File: src/rtl/qpd_pkg.sv
package qpd_pkg;
   localparam int QPD_PHASES = 4;
   localparam int QPD_INT_W  = 8;
   localparam int QPD_FRAC_W = 10;
endpackage

File: src/rtl/qpd_frac_acc.sv
module qpd_frac_acc #(
   parameter int INT_W  = 8,
   parameter int FRAC_W = 10
) (
   input  logic             clk,
   input  logic             rst,
   input  logic             step_i,
   input  logic [INT_W-1:0] int_i,
   input  logic [FRAC_W-1:0] frac_i,
   output logic [INT_W:0]   eff_o
);
   logic [FRAC_W-1:0] acc_q;
   logic [FRAC_W:0]   sum;

   assign sum   = {1'b0, acc_q} + {1'b0, frac_i};
   assign eff_o = {1'b0, int_i} + {{INT_W{1'b0}}, sum[FRAC_W]};

   always_ff @(posedge clk) begin
      if (rst)         acc_q <= '0;
      else if (step_i) acc_q <= sum[FRAC_W-1:0];
   end


   acc_wrap_chk: assert property (@(posedge clk) disable iff (rst)
      step_i |=> ((acc_q < $past(acc_q)) == ($past(eff_o) != {1'b0, $past(int_i)})));
endmodule

File: src/rtl/qpd_phase_pick.sv
module qpd_phase_pick #(
   parameter int NUM_PHASES = 4,
   parameter int IDX_W      = 2
) (
   input  logic [NUM_PHASES-1:0] mask_i,
   input  logic [IDX_W:0]        start_i,
   output logic                  found_o,
   output logic [IDX_W-1:0]      idx_o
);
   always_comb begin
      found_o = 1'b0;
      idx_o   = '0;
      for (int i = NUM_PHASES - 1; i >= 0; i--) begin
         if (mask_i[i] && (i >= int'(start_i))) begin
            found_o = 1'b1;
            idx_o   = IDX_W'(i);
         end
      end
   end
endmodule

File: src/rtl/qpd_down_cnt.sv
module qpd_down_cnt #(
   parameter int W = 9
) (
   input  logic         clk,
   input  logic         rst,
   input  logic         load_i,
   input  logic [W-1:0] val_i,
   output logic [W-1:0] cnt_o
);
   always_ff @(posedge clk) begin
      if (rst)               cnt_o <= '0;
      else if (load_i)       cnt_o <= val_i;
      else if (cnt_o != '0)  cnt_o <= cnt_o - W'(1);
   end
endmodule

File: src/rtl/quad_phase_dither_seq.sv
module quad_phase_dither_seq
   import qpd_pkg::*;
#(
   parameter int NUM_PHASES = QPD_PHASES,
   parameter int INT_W      = QPD_INT_W,
   parameter int FRAC_W     = QPD_FRAC_W
) (
   input  logic                                  clk,
   input  logic                                  rst,
   input  logic                                  run_en,
   input  logic [NUM_PHASES*(INT_W+FRAC_W)-1:0] dur_i,
   output logic [NUM_PHASES-1:0]                 sw_o,
   output logic                                  cycle_start_o
);
   localparam int DUR_W = INT_W + FRAC_W;
   localparam int CNT_W = INT_W + 1;
   localparam int IDX_W = (NUM_PHASES > 1) ? $clog2(NUM_PHASES) : 1;

   generate
      if (NUM_PHASES < 2) begin : g_bad_phases
         $error("NUM_PHASES must be at least 2");
      end
      if (INT_W < 1 || FRAC_W < 1) begin : g_bad_widths
         $error("INT_W and FRAC_W must be positive");
      end
   endgenerate

   logic [NUM_PHASES-1:0][CNT_W-1:0] eff_new, eff_q;
   logic [NUM_PHASES-1:0]            mask_new, mask_q;
   logic                             act_q, act_d;
   logic [IDX_W-1:0]                 ph_q, ph_d;
   logic [CNT_W-1:0]                 cnt_q, load_val;
   logic                             load, start_cycle;
   logic                             nxt_found, fst_found;
   logic [IDX_W-1:0]                 nxt_idx, fst_idx;
   logic [NUM_PHASES-1:0]            sw_d;
   logic                             rst_seen_q;

   for (genvar p = 0; p < NUM_PHASES; p++) begin : g_phase
      qpd_frac_acc #(.INT_W(INT_W), .FRAC_W(FRAC_W)) u_acc (
         .clk    (clk),
         .rst    (rst),
         .step_i (start_cycle),
         .int_i  (dur_i[p*DUR_W+FRAC_W +: INT_W]),
         .frac_i (dur_i[p*DUR_W +: FRAC_W]),
         .eff_o  (eff_new[p])
      );
      assign mask_new[p] = (eff_new[p] != '0);
      assign mask_q[p]   = (eff_q[p] != '0);
   end

   qpd_phase_pick #(.NUM_PHASES(NUM_PHASES), .IDX_W(IDX_W)) u_pick_next (
      .mask_i  (mask_q),
      .start_i ({1'b0, ph_q} + (IDX_W+1)'(1)),
      .found_o (nxt_found),
      .idx_o   (nxt_idx)
   );

   qpd_phase_pick #(.NUM_PHASES(NUM_PHASES), .IDX_W(IDX_W)) u_pick_first (
      .mask_i  (mask_new),
      .start_i ('0),
      .found_o (fst_found),
      .idx_o   (fst_idx)
   );

   qpd_down_cnt #(.W(CNT_W)) u_cnt (
      .clk    (clk),
      .rst    (rst),
      .load_i (load),
      .val_i  (load_val),
      .cnt_o  (cnt_q)
   );

   always_comb begin
      act_d       = act_q;
      ph_d        = ph_q;
      load        = 1'b0;
      load_val    = '0;
      start_cycle = 1'b0;
      if (act_q && cnt_q != '0) begin
         act_d = 1'b1;
      end else if (act_q && nxt_found) begin
         ph_d     = nxt_idx;
         load     = 1'b1;
         load_val = eff_q[nxt_idx] - CNT_W'(1);
      end else if (run_en) begin
         start_cycle = 1'b1;
         act_d       = fst_found;
         ph_d        = fst_idx;
         load        = 1'b1;
         load_val    = fst_found ? (eff_new[fst_idx] - CNT_W'(1)) : '0;
      end else begin
         act_d = 1'b0;
         load  = 1'b1;
      end
      sw_d = '0;
      if (act_d) sw_d[ph_d] = 1'b1;
   end

   always_ff @(posedge clk) begin
      rst_seen_q <= rst;
      if (rst) begin
         act_q         <= 1'b0;
         ph_q          <= '0;
         eff_q         <= '0;
         sw_o          <= '0;
         cycle_start_o <= 1'b0;
      end else begin
         act_q         <= act_d;
         ph_q          <= ph_d;
         sw_o          <= sw_d;
         cycle_start_o <= start_cycle;
         if (start_cycle) eff_q <= eff_new;
      end
   end


   reset_quiet_chk: assert property (@(posedge clk)
      rst_seen_q |-> (sw_o == '0 && !cycle_start_o));

   single_switch_chk: assert property (@(posedge clk) disable iff (rst)
      $onehot0(sw_o));

   phase_order_chk: assert property (@(posedge clk) disable iff (rst)
      (act_q && $past(act_q) && !cycle_start_o && ph_q != $past(ph_q)) |-> (ph_q > $past(ph_q)));

   sample_hold_chk: assert property (@(posedge clk) disable iff (rst)
      !cycle_start_o |-> $stable(eff_q));

   start_at_boundary_chk: assert property (@(posedge clk) disable iff (rst)
      cycle_start_o |-> $past(!act_q || cnt_q == '0));

   idle_quiet_chk: assert property (@(posedge clk) disable iff (rst)
      (!act_q && !run_en) |=> (sw_o == '0 && !cycle_start_o));
endmodule

File: config.mk
export PLATFORM = sky130hd
export DESIGN_NAME = quad_phase_dither_seq
export DESIGN_NICKNAME = d
export VERILOG_FILES = /design/src/rtl/qpd_pkg.sv /design/src/rtl/qpd_frac_acc.sv /design/src/rtl/qpd_phase_pick.sv /design/src/rtl/qpd_down_cnt.sv /design/src/rtl/quad_phase_dither_seq.sv
export SDC_FILE = /design/constraint.sdc
export NUM_CORES = 1
export LEC_CHECK = 0
export BUFFER_PORTS_ARGS = -buffer_cell sky130_fd_sc_hd__buf_2
export CAP_MARGIN = 30
export CORE_ASPECT_RATIO = 1.2
export CORE_MARGIN = 4
export CORE_UTILIZATION = 45
export CTS_BUF_LIST = sky130_fd_sc_hd__clkbuf_4 sky130_fd_sc_hd__clkbuf_8
export DETAILED_ROUTE_END_ITERATION = 10
export GPL_TIMING_DRIVEN = 0
export HOLD_SLACK_MARGIN = 0.05
export PLACE_DENSITY = 0.66
export SYNTH_ARGS = -nofsm -noshare
export SYNTH_HDL_FRONTEND = slang
export SYNTH_SLANG_ARGS = --single-unit
File: constraint.sdc
create_clock -name clk -period 6.1 [get_ports clk]
set_clock_uncertainty 0.05 [all_clocks]
set_input_delay 0.915 -clock clk [delete_from_list [all_inputs] [get_ports clk]]
set_output_delay 0.915 -clock clk [all_outputs]
set_load 0.01 [all_outputs]
==> qor.yml, run 1 <==
status: "completed"
synth_cell_types: 75
root_buffer: "clkbuf_8"
cts_hold_buf: 0
cts_max_level: 3
fin_area_um2: 7460
cts_buffers: 9
worst_pin_slew_ns: 0.838
pwr-share-seq: 0.335
total_power_mw: 2.36
ys_warn_count: 0
drt-total-wl_mm: 19.1
rsz0062_at_grt: "false"
yosysSeqAreaShare: 0.280
grt_max_degree: 16
synth_area_leaders: "dfxtp_1 (28%), ha_1 (9.7%), xnor2_1 (6.8%), nand2_1 (6.1%), a21oi_1 (6.0%)"
yosysTopAreaCell: "dfxtp_1"
power_density_nw_per_um2: 316
ys_ff_latch: 92
swShare: 0.406
async_reset_ff_frac: 0
finalWorstSetupSlack_ns: 0.343
synthesis.nets: 961
core_area_um2: 14400
fillers: 1435
start_util: 0.458
drcViolationCount: 0
post_dp_cell_area_um2: 7160
clock_power_share: 0.196
synth_top_area_frac: 0.280
fmax_ghz: 0.174
cts.clk_slew.worst_paths_ns: 0.09
leakage_nw: 3.12
finalNonFillerCells: 1096
antennaDiodeCount: 0
die_area_um2: 16600
setup_viol: 0
insertion_delay_ns: 0.39
drive_above_1_share: 0.151
pre_cts_ws_ns: -0.811
path_max_fanout: 4
synth.most_common_cell: "nand2_1"
crit_arrival_ns: 5.99
max_cap_viol_count: 0
clock-sinks: 92
power_frac_comb: 0.469
num_io_pins: 80
rows: 48
utilization: 0.519
io_buffers: 72
postRouteAntennaNets: 0
antenna_found_initial: 0
track_usage: 0.229
netlist_top_cells_count: "nand2_1 (107), dfxtp_1 (92), a21oi_1 (79)"
fp.dieH_um: 140
p_switching_uw: 959
endpoint_kind: "flop"
hold_viol_final: 0
final_nets: 1047
dr_total_vias: 6309
hpwl_mm: 15.1
synth_edf_count: 0
fin_crit_sh: 0.944
required_ns: 6.33
tns_ns: 0
area_delta_synth_final_pct: 13.4
placed_cells: 1078
slew_viol_final: 0
synth_ff_type: "dfxtp_1"
p_int_mw: 1.40
syn_avg_cell_area_um2: 7.92
hold_ws_ns: 0.410
syn_area_um2: 6580
drt_first_pass_iters: 5
clockBufferDepth: 2
place.gp.congestion: 0.900
grt-ovfl-total: 0
worstSetupStartpointType: "primary input"
routedWlPerCell_um: 17.4
grt_pass1_vias: 6183
die_x_um: 118
netlist_instances: 831
max_slew_margin: 0.436
hold_path.class: "reg2reg"
ir_drop_uv: 152
cts_tree: "yes"
drt_iter0_markers: 313
worstSetupPathType: "in2reg"
fin_crit_ns: 5.76
vias_per_cell: 5.76
grt_pass1_wl_mm: 30.4
==> flip-flops by register name (all words and copies together), names as in the netlist <==
name and cells:
cycle_start_o 1, eff_q 35, sw_o 4, act_q 1, ph_q 2, g_phase.u_acc.acc_q 40, u_cnt.cnt_o 9
==> final cells by class <==
cell class | instances | area [um^2] | share of cell area
flip-flops and latches | 92 | 1840 | 0.247
repair buffers | 75 | 383 | 0.0514
clock buffers | 9 | 124 | 0.0166
multi-input cells | 670 | 4500 | 0.603
inverters | 28 | 105 | 0.0141
clock inverters | 6 | 90.1 | 0.0121
plain buffers | 41 | 194 | 0.0260
well taps | 175 | 219 | 0.0294
==> cell families (layout without fill, tap and decap cells) <==
group,after synthesis,count (layout),share of synthesized area
buffers and inverters,69,159,0.0455
DFF,92,92,0.280
and+or+nand+nor,308,308,0.230
adders and majority gates,55,55,0.109
AOI/OAI and AO/OA,234,234,0.238
muxes,4,4,0.00628
xor gates and xnor gates,69,69,0.0919
==> worst max-delay path: stages <==
cell and delay, ns:
buf_2 0.10, ha_1 0.22, fa_1 0.42, a21o_1 0.18, a21oi_1 0.21, o21bai_1 0.10
a21oi_2 0.18, o21bai_1 0.08, a21oi_1 0.23, nor2b_1 0.07, o21ai_0 0.17, nand2b_1 0.08
ha_1 0.22, ha_1 0.38, nor4_2 0.31, o211ai_1 0.25, nor4_4 0.37, nor2_4 0.09
a221oi_1 0.31, ha_1 0.25, nor3b_4 0.24, nand4_1 0.15, xor2_1 0.21, o41ai_1 0.25
==> cells in the final DEF (no fill, tap or decap), types with 7 or more instances in the layout <==
master    instances
nand4_1           8
a221oi_1          9
o21bai_1         10
nor2b_1           8
o21ai_0          25
nand3_1          23
clkbuf_8          9
a31oi_1           9
xnor2_1          51
nor3_1           24
nor3b_1           7
ha_1             50
a21oi_1          78
buf_2            85
clkbuf_1         22
nor2_1           76
buf_4             7
xor2_1           17
nand2_1         107
dfxtp_1          92
a21o_1           20
inv_1            27
and3_1            7
a211oi_1         22
or3_1            10
==> timing repair <==
item / 4_1_cts / 5_1_grt
buffers inserted: 0 / 3
resized for setup: 3 / 9
hold endpoints to repair: 0 / 0
pin swaps: 1 / 2
setup endpoints to repair: 3 / 7
==> power by group through the flow <==
stage               logic [mW]  clock network (mW)  registers (mW)
global route              1.23               0.494           0.802
floorplan                0.825                   0           0.783
global placement          1.08                   0           0.799
detailed placement        1.08                   0           0.803
finish                    1.11               0.462           0.789
CTS                       1.10               0.470           0.789
==> metal layers <==
metal  part of all wire  global-route usage  up-vias
met2               0.49               0.402      177
met5                  0                   0        -
li1                   -                   -     3164
met4              0.045               0.119        0
met1               0.41               0.261     2913
met3              0.056              0.0477       55
==> final timing paths <==
kind / from / endpoint / slack, ns / depth (start not counted)
max: dur_i[36] / u_cnt.cnt_o[8] / 0.34 / 24
min: g_phase[1].u_acc.acc_q[8] / g_phase[1].u_acc.acc_q[8] / 0.41 / 2
max reg2reg: g_phase[2].u_acc.acc_q[0] / u_cnt.cnt_o[8] / 0.66 / 23
min reg2reg: g_phase[1].u_acc.acc_q[8] / g_phase[1].u_acc.acc_q[8] / 0.41 / 2
Power figures use the tool's default switching activity.
==> run 2: changes to the inputs <==
==> constraint.sdc (replaced) <==
create_clock -name clk -period 6.1 [get_ports clk]
set_clock_uncertainty 0.05 [all_clocks]
set_input_delay 0 -clock clk [delete_from_list [all_inputs] [get_ports clk]]
set_output_delay 0 -clock clk [all_outputs]
set_load 0.01 [all_outputs]
==> run 2 against run 1 <==
  * Worst hold slack lost 0.36 ns
  * Power increased by 0.72%
  * Final cell count rose by 3.6%
  * Fmax rose by 2.4%
==> qor.yml, run 2 (synthesis results as in run 1) <==
status: "completed"
place.gp.congestion: 0.900  # unchanged
leakage_nw: 3.28  # +5.0%
path_max_fanout: 4  # unchanged
fmax_ghz: 0.178  # +2.4%
power_density_nw_per_um2: 304  # -3.9%
cts.clk_slew.worst_paths_ns: 0.10  # about the same
cts_max_level: 3  # unchanged
total_power_mw: 2.38  # +0.72%
routedWlPerCell_um: 17.1  # -1.6%
clock-sinks: 92  # unchanged
num_io_pins: 80  # unchanged
max_cap_viol_count: 0  # unchanged
timing.rr.start: "g_phase[2].u_acc.acc_q[0]"
cts_buffers: 9  # unchanged
vias_per_cell: 5.70  # -1.1%
crit_arrival_ns: 5.85  # -0.14 ns
post_dp_cell_area_um2: 7160  # unchanged
max_slew_margin: 0.425  # -0.0108
rsz0062_at_grt: "false"
reg.largest.list: "g_phase.u_acc.acc_q (40), eff_q (35), u_cnt.cnt_o (9)"
start_util: 0.458  # unchanged
regMostFlops: "g_phase.u_acc.acc_q"
io_buffers: 72  # unchanged
cp_num_buf_inv: 0  # -1
area_delta_synth_final_pct: 18.7
grt_pass1_wl_mm: 31.4  # +3.0%
grt-ovfl-total: 0  # unchanged
r2r-end: "u_cnt.cnt_o[8]"
critical-path-top-delay-family: "compound AO/OA/AOI/OAI gates"
fillers: 1384  # -3.6%
required_ns: 6.33  # about the same
tns_ns: 0  # unchanged
antennaDiodeCount: 0  # unchanged
track_usage: 0.235  # +0.00587
reg2regPathDepth: 23  # unchanged
drcViolationCount: 0  # unchanged
slew_viol_final: 0  # unchanged
drt_first_pass_iters: 5  # unchanged
ir_drop_uv: 153  # +0.80%
drt_iter0_markers: 303  # -3.2%
antenna_found_initial: 0  # unchanged
fin_crit_sh: 0.922  # -0.0220
grt_pass1_vias: 6415  # +3.8%
drive_above_1_share: 0.141  # -0.0103
critPathSlowestCell: "fa_1"
grt_max_degree: 16  # unchanged
insertion_delay_ns: 0.39  # about the same
max_stage_delay_ns: 0.41  # about the same
hold_path.class: "in2reg"
fp.dieH_um: 140  # unchanged
mostFrequentLayoutCell: "nand2_1"
worstSetupEndpoint: "u_cnt.cnt_o[8]"
final_nets: 1086  # +3.7%
largest_register_ffs: 40  # unchanged
drt-total-wl_mm: 19.5  # +1.9%
reg2reg_slack_ns: 0.48  # -0.18 ns
crit_start: "g_phase[2].u_acc.acc_q[0]"
hold_ws_ns: 0.0544  # -0.356 ns
hold_viol_final: 0  # unchanged
clockBufferDepth: 2  # unchanged
setup_viol: 0  # unchanged
path_cells: "ha_1 -> fa_1 -> a21o_1 -> a21oi_1 -> o21bai_1 -> a21oi_1 -> o21bai_1 -> a21oi_1 -> nor2b_1 -> o21ai_0 -> nand2b_1 -> ha_1 -> ha_1 -> nor4_1 -> o211ai_1 -> nor4_4 -> nor2_4 -> a221oi_1 -> ha_1 -> nor3b_2 -> nand4_1 -> xor2_1 -> o41ai_1"
worstSetupPathType: "reg2reg"
crit_top_cell: "ha_1"
postRouteAntennaNets: 0  # unchanged
rows: 48  # unchanged
dr_total_vias: 6464  # +2.5%
fin_crit_ns: 5.62  # -0.134 ns
hpwl_mm: 15.1  # unchanged
worstSetupStartpointType: "flop"
worst_pin_slew_ns: 0.854  # +0.0161 ns
core_area_um2: 14400  # unchanged
endpoint_kind: "flop"
mostFrequentLayoutCells: "nand2_1 (107), dfxtp_1 (92), buf_2 (85), a21oi_1 (79), nor2_1 (76)"
cts_tree: "yes"
root_buffer: "clkbuf_8"
die_x_um: 118  # unchanged
cp.depth: 23  # -4.2%
finalNonFillerCells: 1135  # +3.6%
fin_area_um2: 7810  # +4.7%
die_area_um2: 16600  # unchanged
placed_cells: 1078  # unchanged
run 2: cell type report:
| cell class | count | area, um^2 | area share |
|---|---|---|---|
| clock buffers | 9 | 124 | 0.0159 |
| repair buffers | 114 | 773 | 0.0990 |
| plain buffers | 41 | 194 | 0.0248 |
| multi-input cells | 670 | 4460 | 0.571 |
| clock inverters | 6 | 90.1 | 0.0115 |
| flip-flops and latches | 92 | 1840 | 0.236 |
| inverters | 28 | 105 | 0.0135 |
| well taps | 175 | 219 | 0.0280 |
run 2: stage by stage:
step,utilization,setup slack (ns)
2_1_floorplan,-,0.945
3_3_place_gp,0.499,-0.0647
3_5_place_dp,0.499,-0.0735
4_1_cts,0.541,0.121
5_1_grt,0.544,0.0582
6_report,0.544,0.477
run 2: timing repair:
item	CTS	global route
gates resized for setup	1	4
gates cloned	0	0
hold endpoints to repair	41	0
setup endpoints to repair	2	5
pin swaps	1	2
hold buffers	39	0
buffers inserted	0	3
run 2: report_power, final:
group / leakage [nW] / total (mW) / internal [mW] / switching (mW)
Combinational: 2.42 / 1.12 / 0.476 / 0.648
Sequential: 0.754 / 0.789 / 0.710 / 0.0795
Clock: 0.105 / 0.463 / 0.229 / 0.234
run 2: worst min path at each step:
stage,from,endpoint,depth (start not counted)
floorplan,rst,act_q,1
global placement,rst,act_q,2
detailed placement,rst,act_q,2
CTS,dur_i[61],g_phase[3].u_acc.acc_q[7],5
global route,dur_i[59],g_phase[3].u_acc.acc_q[5],5
finish,dur_i[56],g_phase[3].u_acc.acc_q[2],4
run 2: per-layer routing:
layer / vias up / wire length, um / GRT usage
li1: 3242 / - / -
met1: 2994 / 7890 / 0.268
met2: 176 / 9730 / 0.417
met3: 52 / 985 / 0.0436
met4: 0 / 852 / 0.122
met5: - / 0 / 0
run 2: tightest hold or removal path, delay by kind of cell:
kind                     cells  cell delay [ns]
AO/OA/AOI/OAI                1             0.06
XOR/XNOR                     1             0.13
adder cells (fa/ha/maj)      1             0.17
buffers and inverters        1             0.08
